File: src/rtl/cmsg_pkg.sv
package cmsg_pkg;
  typedef enum logic [1:0] {
    MODE_NORMAL = 2'b00,
    MODE_DIAG1  = 2'b01,
    MODE_DIAG2  = 2'b10,
    MODE_RSVD   = 2'b11
  } rd_mode_e;

  localparam int unsigned N_DIAG = 2;
endpackage

File: src/rtl/cmsg_row_store.sv
module cmsg_row_store #(
  parameter int unsigned ROWS  = 16,
  parameter int unsigned DEG   = 8,
  parameter int unsigned MAG_W = 5,
  localparam int unsigned ROW_W  = (ROWS > 1) ? $clog2(ROWS) : 1,
  localparam int unsigned EDGE_W = (DEG > 1) ? $clog2(DEG) : 1
) (
  input  logic              clk,
  input  logic              rst_n,
  input  logic              we,
  input  logic [ROW_W-1:0]  waddr,
  input  logic [MAG_W-1:0]  wmin1,
  input  logic [MAG_W-1:0]  wmin2,
  input  logic [EDGE_W-1:0] wpos,
  input  logic [DEG-1:0]    wsigns,
  input  logic [ROW_W-1:0]  raddr,
  output logic [MAG_W-1:0]  rmin1,
  output logic [MAG_W-1:0]  rmin2,
  output logic [EDGE_W-1:0] rpos,
  output logic [DEG-1:0]    rsigns
);
  logic [MAG_W-1:0]  min1_q  [ROWS];
  logic [MAG_W-1:0]  min2_q  [ROWS];
  logic [EDGE_W-1:0] pos_q   [ROWS];
  logic [DEG-1:0]    signs_q [ROWS];

  // Each row is a separate register.
  for (genvar r = 0; r < ROWS; r++) begin : g_row
    always_ff @(posedge clk) begin
      if (!rst_n) begin
        min1_q[r]  <= '0;
        min2_q[r]  <= '0;
        pos_q[r]   <= '0;
        signs_q[r] <= '0;
      end else if (we && (waddr == ROW_W'(r))) begin
        min1_q[r]  <= wmin1;
        min2_q[r]  <= wmin2;
        pos_q[r]   <= wpos;
        signs_q[r] <= wsigns;
      end
    end
  end

  // The read is combinational, so it returns the value stored before a write in the same cycle.
  always_comb begin
    rmin1  = min1_q[raddr];
    rmin2  = min2_q[raddr];
    rpos   = pos_q[raddr];
    rsigns = signs_q[raddr];
  end
endmodule

File: src/rtl/cmsg_expand.sv
module cmsg_expand #(
  parameter int unsigned DEG   = 8,
  parameter int unsigned MAG_W = 5,
  localparam int unsigned EDGE_W = (DEG > 1) ? $clog2(DEG) : 1,
  localparam int unsigned MSG_W  = MAG_W + 1
) (
  input  logic [MAG_W-1:0]  min1,
  input  logic [MAG_W-1:0]  min2,
  input  logic [EDGE_W-1:0] pos,
  input  logic [DEG-1:0]    signs,
  input  logic [EDGE_W-1:0] edge_sel,
  output logic [MSG_W-1:0]  msg
);
  logic [MAG_W-1:0] mag;
  logic             neg;
  logic [MSG_W-1:0] unsigned_msg;

  always_comb begin
    mag          = (edge_sel == pos) ? min2 : min1;
    // A shifted mask keeps an edge index beyond the degree from selecting a sign bit.
    neg          = |(signs & (DEG'(1) << edge_sel));
    unsigned_msg = {1'b0, mag};
    msg          = neg ? (~unsigned_msg + MSG_W'(1)) : unsigned_msg;
  end
endmodule

File: src/rtl/cmsg_diag_fifo.sv
module cmsg_diag_fifo #(
  parameter int unsigned DEPTH = 8,
  parameter int unsigned W     = 6,
  localparam int unsigned AW   = (DEPTH > 1) ? $clog2(DEPTH) : 1,
  localparam int unsigned CW   = $clog2(DEPTH + 1)
) (
  input  logic         clk,
  input  logic         rst_n,
  input  logic         push,
  input  logic [W-1:0] push_data,
  input  logic         pop,
  output logic [W-1:0] head,
  output logic         empty,
  output logic         err
);
  logic [W-1:0]  mem [DEPTH];
  logic [AW-1:0] wptr_q, rptr_q;
  logic [CW-1:0] cnt_q;
  logic          full;
  logic          do_push, do_pop;

  assign full    = (cnt_q == CW'(DEPTH));
  assign empty   = (cnt_q == '0);
  assign do_push = push && !full;
  assign do_pop  = pop && !empty;
  assign head    = mem[rptr_q];

  function automatic logic [AW-1:0] nxt(input logic [AW-1:0] p);
    return (p == AW'(DEPTH - 1)) ? '0 : p + AW'(1);
  endfunction

  always_ff @(posedge clk) begin
    if (!rst_n) begin
      wptr_q <= '0;
      rptr_q <= '0;
      cnt_q  <= '0;
      err    <= 1'b0;
    end else begin
      if (do_push) wptr_q <= nxt(wptr_q);
      if (do_pop)  rptr_q <= nxt(rptr_q);
      if (do_push && !do_pop)      cnt_q <= cnt_q + CW'(1);
      else if (do_pop && !do_push) cnt_q <= cnt_q - CW'(1);
      if ((push && full) || (pop && empty)) err <= 1'b1;
    end
  end

  always_ff @(posedge clk) begin
    if (do_push) mem[wptr_q] <= push_data;
  end
endmodule

File: src/rtl/cmsg_store.sv
module cmsg_store
  import cmsg_pkg::*;
#(
  parameter int unsigned ROWS     = 16,
  parameter int unsigned DEG      = 8,
  parameter int unsigned MAG_W    = 5,
  parameter int unsigned D1_DEPTH = 8,
  parameter int unsigned D2_DEPTH = 8,
  localparam int unsigned ROW_W  = (ROWS > 1) ? $clog2(ROWS) : 1,
  localparam int unsigned EDGE_W = (DEG > 1) ? $clog2(DEG) : 1,
  localparam int unsigned MSG_W  = MAG_W + 1
) (
  input  logic              clk,
  input  logic              rst_n,
  input  logic              wr_valid,
  output logic              wr_ready,
  input  logic [ROW_W-1:0]  wr_row,
  input  logic [MAG_W-1:0]  wr_min1,
  input  logic [MAG_W-1:0]  wr_min2,
  input  logic [EDGE_W-1:0] wr_min_pos,
  input  logic [DEG-1:0]    wr_signs,
  input  logic              wr_d1_en,
  input  logic [MSG_W-1:0]  wr_d1_msg,
  input  logic              wr_d2_en,
  input  logic [MSG_W-1:0]  wr_d2_msg,
  input  logic              rd_req_valid,
  output logic              rd_req_ready,
  input  logic [ROW_W-1:0]  rd_row,
  input  logic [EDGE_W-1:0] rd_edge,
  input  logic [1:0]        rd_mode,
  output logic              rd_rsp_valid,
  output logic [MSG_W-1:0]  rd_rsp_data,
  output logic              err_d1,
  output logic              err_d2
);
  rd_mode_e mode;
  assign mode = rd_mode_e'(rd_mode);

  logic [MAG_W-1:0]  r_min1, r_min2;
  logic [EDGE_W-1:0] r_pos;
  logic [DEG-1:0]    r_signs;
  logic [MSG_W-1:0]  norm_msg;

  logic [N_DIAG-1:0] q_push, q_pop, q_empty, q_err;
  logic [MSG_W-1:0]  q_in   [N_DIAG];
  logic [MSG_W-1:0]  q_head [N_DIAG];

  cmsg_row_store #(.ROWS(ROWS), .DEG(DEG), .MAG_W(MAG_W)) rows_i (
    .clk(clk), .rst_n(rst_n),
    .we(wr_valid), .waddr(wr_row),
    .wmin1(wr_min1), .wmin2(wr_min2), .wpos(wr_min_pos), .wsigns(wr_signs),
    .raddr(rd_row),
    .rmin1(r_min1), .rmin2(r_min2), .rpos(r_pos), .rsigns(r_signs)
  );

  cmsg_expand #(.DEG(DEG), .MAG_W(MAG_W)) expand_i (
    .min1(r_min1), .min2(r_min2), .pos(r_pos), .signs(r_signs),
    .edge_sel(rd_edge), .msg(norm_msg)
  );

  assign q_push[0] = wr_valid && wr_d1_en;
  assign q_push[1] = wr_valid && wr_d2_en;
  assign q_in[0]   = wr_d1_msg;
  assign q_in[1]   = wr_d2_msg;
  assign q_pop[0]  = rd_req_valid && (mode == MODE_DIAG1);
  assign q_pop[1]  = rd_req_valid && (mode == MODE_DIAG2);

  for (genvar g = 0; g < N_DIAG; g++) begin : g_diag
    localparam int unsigned DEP = (g == 0) ? D1_DEPTH : D2_DEPTH;
    cmsg_diag_fifo #(.DEPTH(DEP), .W(MSG_W)) fifo_i (
      .clk(clk), .rst_n(rst_n),
      .push(q_push[g]), .push_data(q_in[g]),
      .pop(q_pop[g]), .head(q_head[g]),
      .empty(q_empty[g]), .err(q_err[g])
    );
  end

  assign err_d1 = q_err[0];
  assign err_d2 = q_err[1];

  always_ff @(posedge clk) begin
    if (!rst_n) begin
      wr_ready     <= 1'b0;
      rd_req_ready <= 1'b0;
      rd_rsp_valid <= 1'b0;
      rd_rsp_data  <= '0;
    end else begin
      wr_ready     <= 1'b1;
      rd_req_ready <= 1'b1;
      rd_rsp_valid <= rd_req_valid;
      if (!rd_req_valid) begin
        rd_rsp_data <= '0;
      end else begin
        unique case (mode)
          MODE_DIAG1: rd_rsp_data <= q_empty[0] ? '0 : q_head[0];
          MODE_DIAG2: rd_rsp_data <= q_empty[1] ? '0 : q_head[1];
          default:    rd_rsp_data <= norm_msg;
        endcase
      end
    end
  end
endmodule

File: config.mk
export PLATFORM = sky130hd
export DESIGN_NAME = cmsg_store
export DESIGN_NICKNAME = d
export VERILOG_FILES = /design/src/rtl/cmsg_pkg.sv /design/src/rtl/cmsg_row_store.sv /design/src/rtl/cmsg_expand.sv /design/src/rtl/cmsg_diag_fifo.sv /design/src/rtl/cmsg_store.sv
export SDC_FILE = /design/constraint.sdc
export NUM_CORES = 1
export LEC_CHECK = 0
export CAP_MARGIN = 10
export CORE_MARGIN = 10
export CORE_UTILIZATION = 49
export DETAILED_ROUTE_END_ITERATION = 8
export GPL_TIMING_DRIVEN = 0
export HOLD_SLACK_MARGIN = 0.12
export PLACE_DENSITY_LB_ADDON = 0.08
export SYNTH_ARGS = -nofsm -noshare
export SYNTH_HDL_FRONTEND = slang
export SYNTH_SLANG_ARGS = --single-unit
File: constraint.sdc
create_clock -name clk -period 3.39 [get_ports clk]
set_input_delay 0.678 -clock clk [delete_from_list [all_inputs] [get_ports clk]]
set_output_delay 0.678 -clock clk [all_outputs]
set_load 0.1 [all_outputs]
Word level (Yosys, flattened, before mapping)
Memory sizes are Yosys's and may differ from the RTL's. A register that Yosys moved wholly into a read port is not among the register bits. Cells that the tools add are included. W data, S select, Z words.

Logic and storage cells: 301. Memories kept: 6. Input port bits: 52. Bits in registers: 30. Bits in writable memories: 432. Output and inout bits: 11.

Shift operators: 1. Multiplexer cells: 135. Reductions and logical operators: 49. Bitwise gates (word level): 66. Equal/unequal tests: 24. $add $sub $neg: 9.

Memories: rows_i.signs_q (depth 16, bits a word 8, rd ports 1, clocked after memory_dff 0, write ports 16, line cmsg_row_store.sv:25) `logic [DEG-1:0] signs_q [ROWS];`; rows_i.min1_q (depth 16, bits a word 5, rd ports 1, clocked after memory_dff 0, write ports 16, line cmsg_row_store.sv:22) `logic [MAG_W-1:0] min1_q [ROWS];`; rows_i.min2_q (depth 16, bits a word 5, rd ports 1, clocked after memory_dff 0, write ports 16, line cmsg_row_store.sv:23) `logic [MAG_W-1:0] min2_q [ROWS];`; g_diag[0].fifo_i.mem (depth 8, bits a word 6, rd ports 1, clocked after memory_dff 1, write ports 1, line cmsg_diag_fifo.sv:16) `logic [W-1:0] mem [DEPTH];`; g_diag[1].fifo_i.mem (depth 8, bits a word 6, rd ports 1, clocked after memory_dff 1, write ports 1, line cmsg_diag_fifo.sv:16); rows_i.pos_q (depth 16, bits a word 3, rd ports 1, clocked after memory_dff 0, write ports 16, line cmsg_row_store.sv:24) `logic [EDGE_W-1:0] pos_q [ROWS];`.

Operators with widths (number): $mux W5 (33); $mux W8 (16); $mux W3 (24); $or A1 B1 Y1 (64); $mux W1 (54); $eq A4 B4 Y1 const B (10); $logic_and A1 B1 Y1 (32); $mux W6 (3); $eq A4 B3 Y1 const B (4); $mux W4 (4); $add A3 B1 Y3 const B (4); $eq A3 B3 Y1 const B (4); $logic_not A4 Y1 (3); $pmux W6 S2 (1); $add A4 B1 Y4 const B (2); $and A8 B8 Y8 (1); $eq A4 B2 Y1 const B (2); $logic_not A1 Y1 (8); $reduce_or A8 Y1 (1); $shl A1 B3 Y8 const A (1); $sub A4 B1 Y4 const B (2); $add A6 B1 Y6 const B (1); $not A5 Y6 (1); $eq A4 B1 Y1 const B (1); other kinds (6) (8).

Logic depth before layout (Yosys ltp)
Depth in word-level cells: 7. Depth in mapped cells: 14.

Modules after synthesis
From an unflattened synthesis, not the netlist that was laid out.

Cell total of the unflattened synthesis: 1322. Area, all modules: 21171.6 µm².

Modules (own cells, without submodules): cmsg_row_store (area each 15287.2 µm², times used 1, cells an instance 949, sequential area each 10089.7 µm²); cmsg_diag_fifo (area each 2577.5 µm², times used 2, cells an instance 148, sequential area each 1721.7 µm²); cmsg_store (area each 430.4 µm², times used 1, cells an instance 45, sequential area each 160.2 µm²); cmsg_expand (area each 299.0 µm², times used 1, cells an instance 32, sequential area each 0.0 µm²).

Worst setup path before layout
Ideal clock, no wire load.

Path type: input -> register. Start point: input rd_row[1]. End point: register rd_rsp_data[4]. Setup time: 0.131 ns. Path buffers: 2. Stages on the path: 14. Arrival: 3.059 ns. Path slack: 0.200 ns. Cells stage by stage: buf_6 mux4_1 mux2i_1 xnor2_1 nor4_2 a41o_1 buf_6 mux2_2 inv_1 ha_1 inv_1 o21ai_0 xnor2_1 a21oi_1.

Word-level cells in the longest chain between the ends: 7. Elaborated cells between the ends (all ways): 12. Classes of those cells: add/sub (1); eq/ne (1); mux (3); bitwise (2); reduce/logical (1); memory (4).

Ends and longest elaborated chain: from (decl) (line cmsg_store.sv:28) `input logic [ROW_W-1:0] rd_row,`; $mem_v2 Z16 W3; $eq A3 B3 Y1 (line cmsg_expand.sv:19) `mag = (edge_sel == pos) ? min2 : min1;`; $mux W5 (line cmsg_expand.sv:19); $not A5 Y6 (line cmsg_expand.sv:23) `msg = neg ? (~unsigned_msg + MSG_W'(1)) : unsigned_msg;`; $add A6 B1 Y6 (line cmsg_expand.sv:23); $mux W6 * (line cmsg_expand.sv:23); $pmux W6 S2 * (line cmsg_store.sv:94) `unique case (mode)`; to (signal assigned) (line cmsg_store.sv:95) `MODE_DIAG1: rd_rsp_data <= q_empty[0] ? '0 : q_head[0];`; to (signal assigned) (line cmsg_store.sv:96) `MODE_DIAG2: rd_rsp_data <= q_empty[1] ? '0 : q_head[1];`; to (signal assigned) (line cmsg_store.sv:97) `default: rd_rsp_data <= norm_msg;`; to (decl) (line cmsg_store.sv:32) `output logic [MSG_W-1:0] rd_rsp_data,`.

Every way passes the cells marked *; elsewhere a longest branch is shown, timed or not. A chain may end at the register's enable or synchronous reset.

Final worst setup path
Start point: input rd_row[2]. End point: register rd_rsp_data[4].

Same word-level chain as after synthesis.

==> results_dict.tcl <==
set metrics [dict create \
    fp.dieArea_um2 51300 \
    antenna_left 0 \
    clk_pin_slew_ns 0.06 \
    synth-async-reset-ratio 0 \
    die_h_um 226.5 \
    finalMaxSlewViolations 0 \
    core.rowCount 75 \
    drv_cap 0 \
    ys.warnings.count 0 \
    skew_ns 0.01040 \
    ys_types 52 \
    cp.arrival_ns 3.74 \
    finalHoldViolCount 0 \
    synth_area_leader_cell "edfxtp_1" \
    critical_path_class "input port to flip-flop" \
    cts_buffers 49 \
    hp-start "g_diag[1].fifo_i.err$_SDFFE_PN0P_" \
    grt_max_degree 22 \
    startpoint_type "input port" \
    fillers 3341 \
    rr_worst_depth 13 \
    startpoint "rd_row[2]" \
    fmax_ghz 0.3051 \
    synth_edf_count 432 \
    antenna_found_initial 1 \
    rr_endpoint "rd_rsp_data[4]$_SDFF_PN0_" \
    status "complete, no violations" \
    start_util 0.4969 \
    r2r-start "rows_i.pos_q[7][2]$_SDFFCE_PN0P_" \
    period_needed_ns 3.277 \
    core_um2 42040 \
    syn_avg_cell_area_um2 15.73 \
    wl_per_cell_um 27.56 \
    cts_hold_buf 0 \
    max_slew_margin 0.2730 \
    vias_per_cell 5.863 \
    nets 1519 \
    path_delay_family "buffers and inverters" \
    synth_ff_type "edfxtp_1" \
    cp_max_fo 10 \
    min_path_type "flip-flop to flip-flop" \
    final.setup.tns_ns 0 \
    tightest_slew_ns 1.082 \
    critPathBufInv 6 \
    yosys.area.top_type_share 0.6209 \
    grt_pass1_vias 11960 \
    p_leak_nw 8.292 \
    grt_first_pass_wirelength_um 81410 \
    clk_latency_ns 0.60 \
    peakVddDrop_uv 413.2 \
    cts_num_sinks 468 \
    crit_path_end "rd_rsp_data[4]$_SDFF_PN0_" \
    seq_area_frac_synth 0.6554 \
    grt.overflow.total 0 \
    cts_tree "yes" \
    area_growth_pct 15.62 \
    via_count 11870 \
    drt-total-wl_um 55780 \
    worst-path-stages 13 \
    htreeDepth 2 \
    gp_congestion 0.8497 \
    worst_setup_path_end_kind "flip-flop" \
    synth_seq_cells 468 \
    setup_viol 0 \
    die_w_um 226.5 \
    clk_path_buf_depth 3 \
    grt_usage 0.2221 \
    synth_cells 1328 \
    placedCellCount 1931 \
    synth_area_um2 20890 \
    critPathSlowestCell "mux4_2" \
    synthTopCellsByArea "edfxtp_1 62%, mux4_2 10%, and2_1 10%, dfxtp_1 3.4%, mux2i_1 3.0%" \
    ioPinCount 63 \
    hpwlAfterDp_um 36880 \
    port_buffers 58 \
    ff2ff_setup_slack_ns 0.28 \
    drc 0 \
    syn-num-nets 1399 \
    drt-pass1-iter-count 5 \
    cp_cell_sequence "clkdlybuf4s15_2 -> buf_4 -> clkbuf_4 -> buf_4 -> mux4_2 -> mux4_2 -> mux2_2 -> inv_1 -> ha_1 -> inv_1 -> o21ai_1 -> xnor2_1 -> a21oi_1" \
    drt-initial-drc-count 1253 \
    final.period_utilization 0.9667 \
    power_density_nw_per_um2 544.4 \
    slowest_delay_ns 0.50 \
    drive_gt1_frac 0.1598 \
    cp.required_ns 3.86 \
    root_buffer "clkbuf_16" \
    instances_no_fill 2024 \
]
==> sequential cells by signal, indices dropped and copies added (netlist names), named ones only <==
name,count
rows_i.signs_q,128
g_diag.fifo_i.mem,96
rows_i.min1_q,80
rows_i.min2_q,80
rows_i.pos_q,48
g_diag.fifo_i.cnt_q,8
g_diag.fifo_i.rptr_q,6
g_diag.fifo_i.wptr_q,6
rd_rsp_data,6
g_diag.fifo_i.err,2
rd_req_ready,1
rd_rsp_valid,1
==> layout make-up <==
cell class / count / area, um2 / share of cell area
antenna: 2 / 5.005 / 0.0002072
buffer: 95 / 518.0 / 0.02145
clock buffer: 66 / 1300 / 0.05382
clock inverter: 20 / 140.1 / 0.005802
inverter: 14 / 53.80 / 0.002227
multi-input combinational: 751 / 7010 / 0.2902
sequential: 468 / 13690 / 0.5669
tap: 539 / 674.4 / 0.02792
timing repair buffer: 69 / 759.5 / 0.03144
==> layer usage <==
metal  wire, um  vias up  track usage
li1           -     5223            -
met5          0        -            0
met4        942        0      0.04847
met2      25240      461       0.3354
met3       4796       71      0.06098
met1      24800     6111       0.3160
==> worst min path at each step <==
| stage | end | slack, ns | cells after the start |
|---|---|---|---|
| final | g_diag[1].fifo_i.err$_SDFFE_PN0P_ | 0.51 | 2 |
| after detailed placement | g_diag[1].fifo_i.err$_SDFFE_PN0P_ | 0.50 | 2 |
| after CTS | g_diag[1].fifo_i.err$_SDFFE_PN0P_ | 0.51 | 2 |
| after global routing | g_diag[1].fifo_i.err$_SDFFE_PN0P_ | 0.54 | 2 |
| after floorplan | g_diag[0].fifo_i.cnt_q[3]$_SDFFE_PN0P_ | 0.50 | 2 |
| after global placement | g_diag[1].fifo_i.err$_SDFFE_PN0P_ | 0.49 | 2 |
==> tightest hold or removal path: stages, from the launching register on <==
cell     delay (ns)
dfxtp_1        0.34
a21oi_1        0.05
nor2b_1        0.09
==> metrics by stage <==
step / power, mW / cell area [um2] / utilization / worst slack, ns / hold slack [ns]
2_1_floorplan: 7.667 / 20890 / - / 0.2004 / 0.4997
3_3_place_gp: 8.164 / 22150 / 0.5268 / -2.255 / 0.4916
3_5_place_dp: 8.214 / 22450 / 0.5340 / -1.763 / 0.4974
4_1_cts: 13.17 / 24000 / 0.5710 / -0.02326 / 0.5129
5_1_grt: 13.57 / 24150 / 0.5744 / -0.01312 / 0.5411
6_report: 13.15 / 24150 / 0.5746 / 0.1128 / 0.5083
==> Yosys cell counts (all sizes together) (2+ instances only) <==
cell type	count
a22oi	4
mux2	4
ha	17
and2	344
xnor2	12
nor2	35
inv	13
buf	26
dfxtp	36
o21ai	33
o221ai	3
nand3	3
o22ai	5
o41ai	2
mux2i	63
edfxtp	432
clkbuf	69
a21boi	2
o211ai	2
xor2	3
nand4b	2
nand2b	10
nor3	12
nand3b	2
mux4	104
a221oi	9
a21o	2
nor2b	22
or3	2
nand2	20
fa	2
a21oi	17
==> layout by cell type, fill, tap and decap left out, types with 4 or more instances in the layout <==
cell type / n
mux4_1: 7
o22ai_1: 5
inv_1: 13
mux4_2: 97
a22oi_1: 4
o21ai_0: 16
o21ai_4: 14
nand2b_1: 10
a221oi_1: 5
clkbuf_2: 5
mux2_2: 4
clkdlybuf4s50_1: 56
nor2_1: 34
clkinv_2: 5
buf_6: 5
buf_8: 7
and2_1: 344
xnor2_1: 12
clkinv_1: 11
nor2b_1: 22
nor3_1: 12
mux2i_1: 57
a221oi_2: 4
buf_16: 4
dfxtp_1: 36
mux2i_2: 4
edfxtp_1: 432
buf_4: 9
clkbuf_1: 81
buf_1: 4
ha_1: 17
a21oi_1: 15
clkbuf_16: 49
nand2_1: 20
==> where the power goes <==
part / switching (mW) / internal (mW) / total, mW
Combinational: 0.855 / 0.586 / 1.44
Clock: 2.23 / 2.76 / 4.98
Sequential: 0.117 / 6.61 / 6.73
Total: 3.20 / 9.95 / 13.1
==> cells by family (layout without fill, tap and decap cells) <==
group	Yosys count	in the layout	share of synthesized area
AO/OA/AOI/OAI	89	89	0.02725
flip-flops	468	468	0.6554
adder cells (fa/ha/maj)	19	19	0.01210
other	0	2	0
multiplexers	171	171	0.1457
AND/OR/NAND/NOR	457	457	0.1302
XOR/XNOR	15	15	0.006289
buffers and inverters	109	264	0.02300
==> timing repair <==
item / 4_1_cts / 5_1_grt
setup endpoints to repair: 14 / 29
setup buffers: 1 / 3
hold endpoints to repair: 0 / 0
pin swaps: 1 / 3
gates resized for setup: 29 / 31
(Power assumes the default switching activity.)
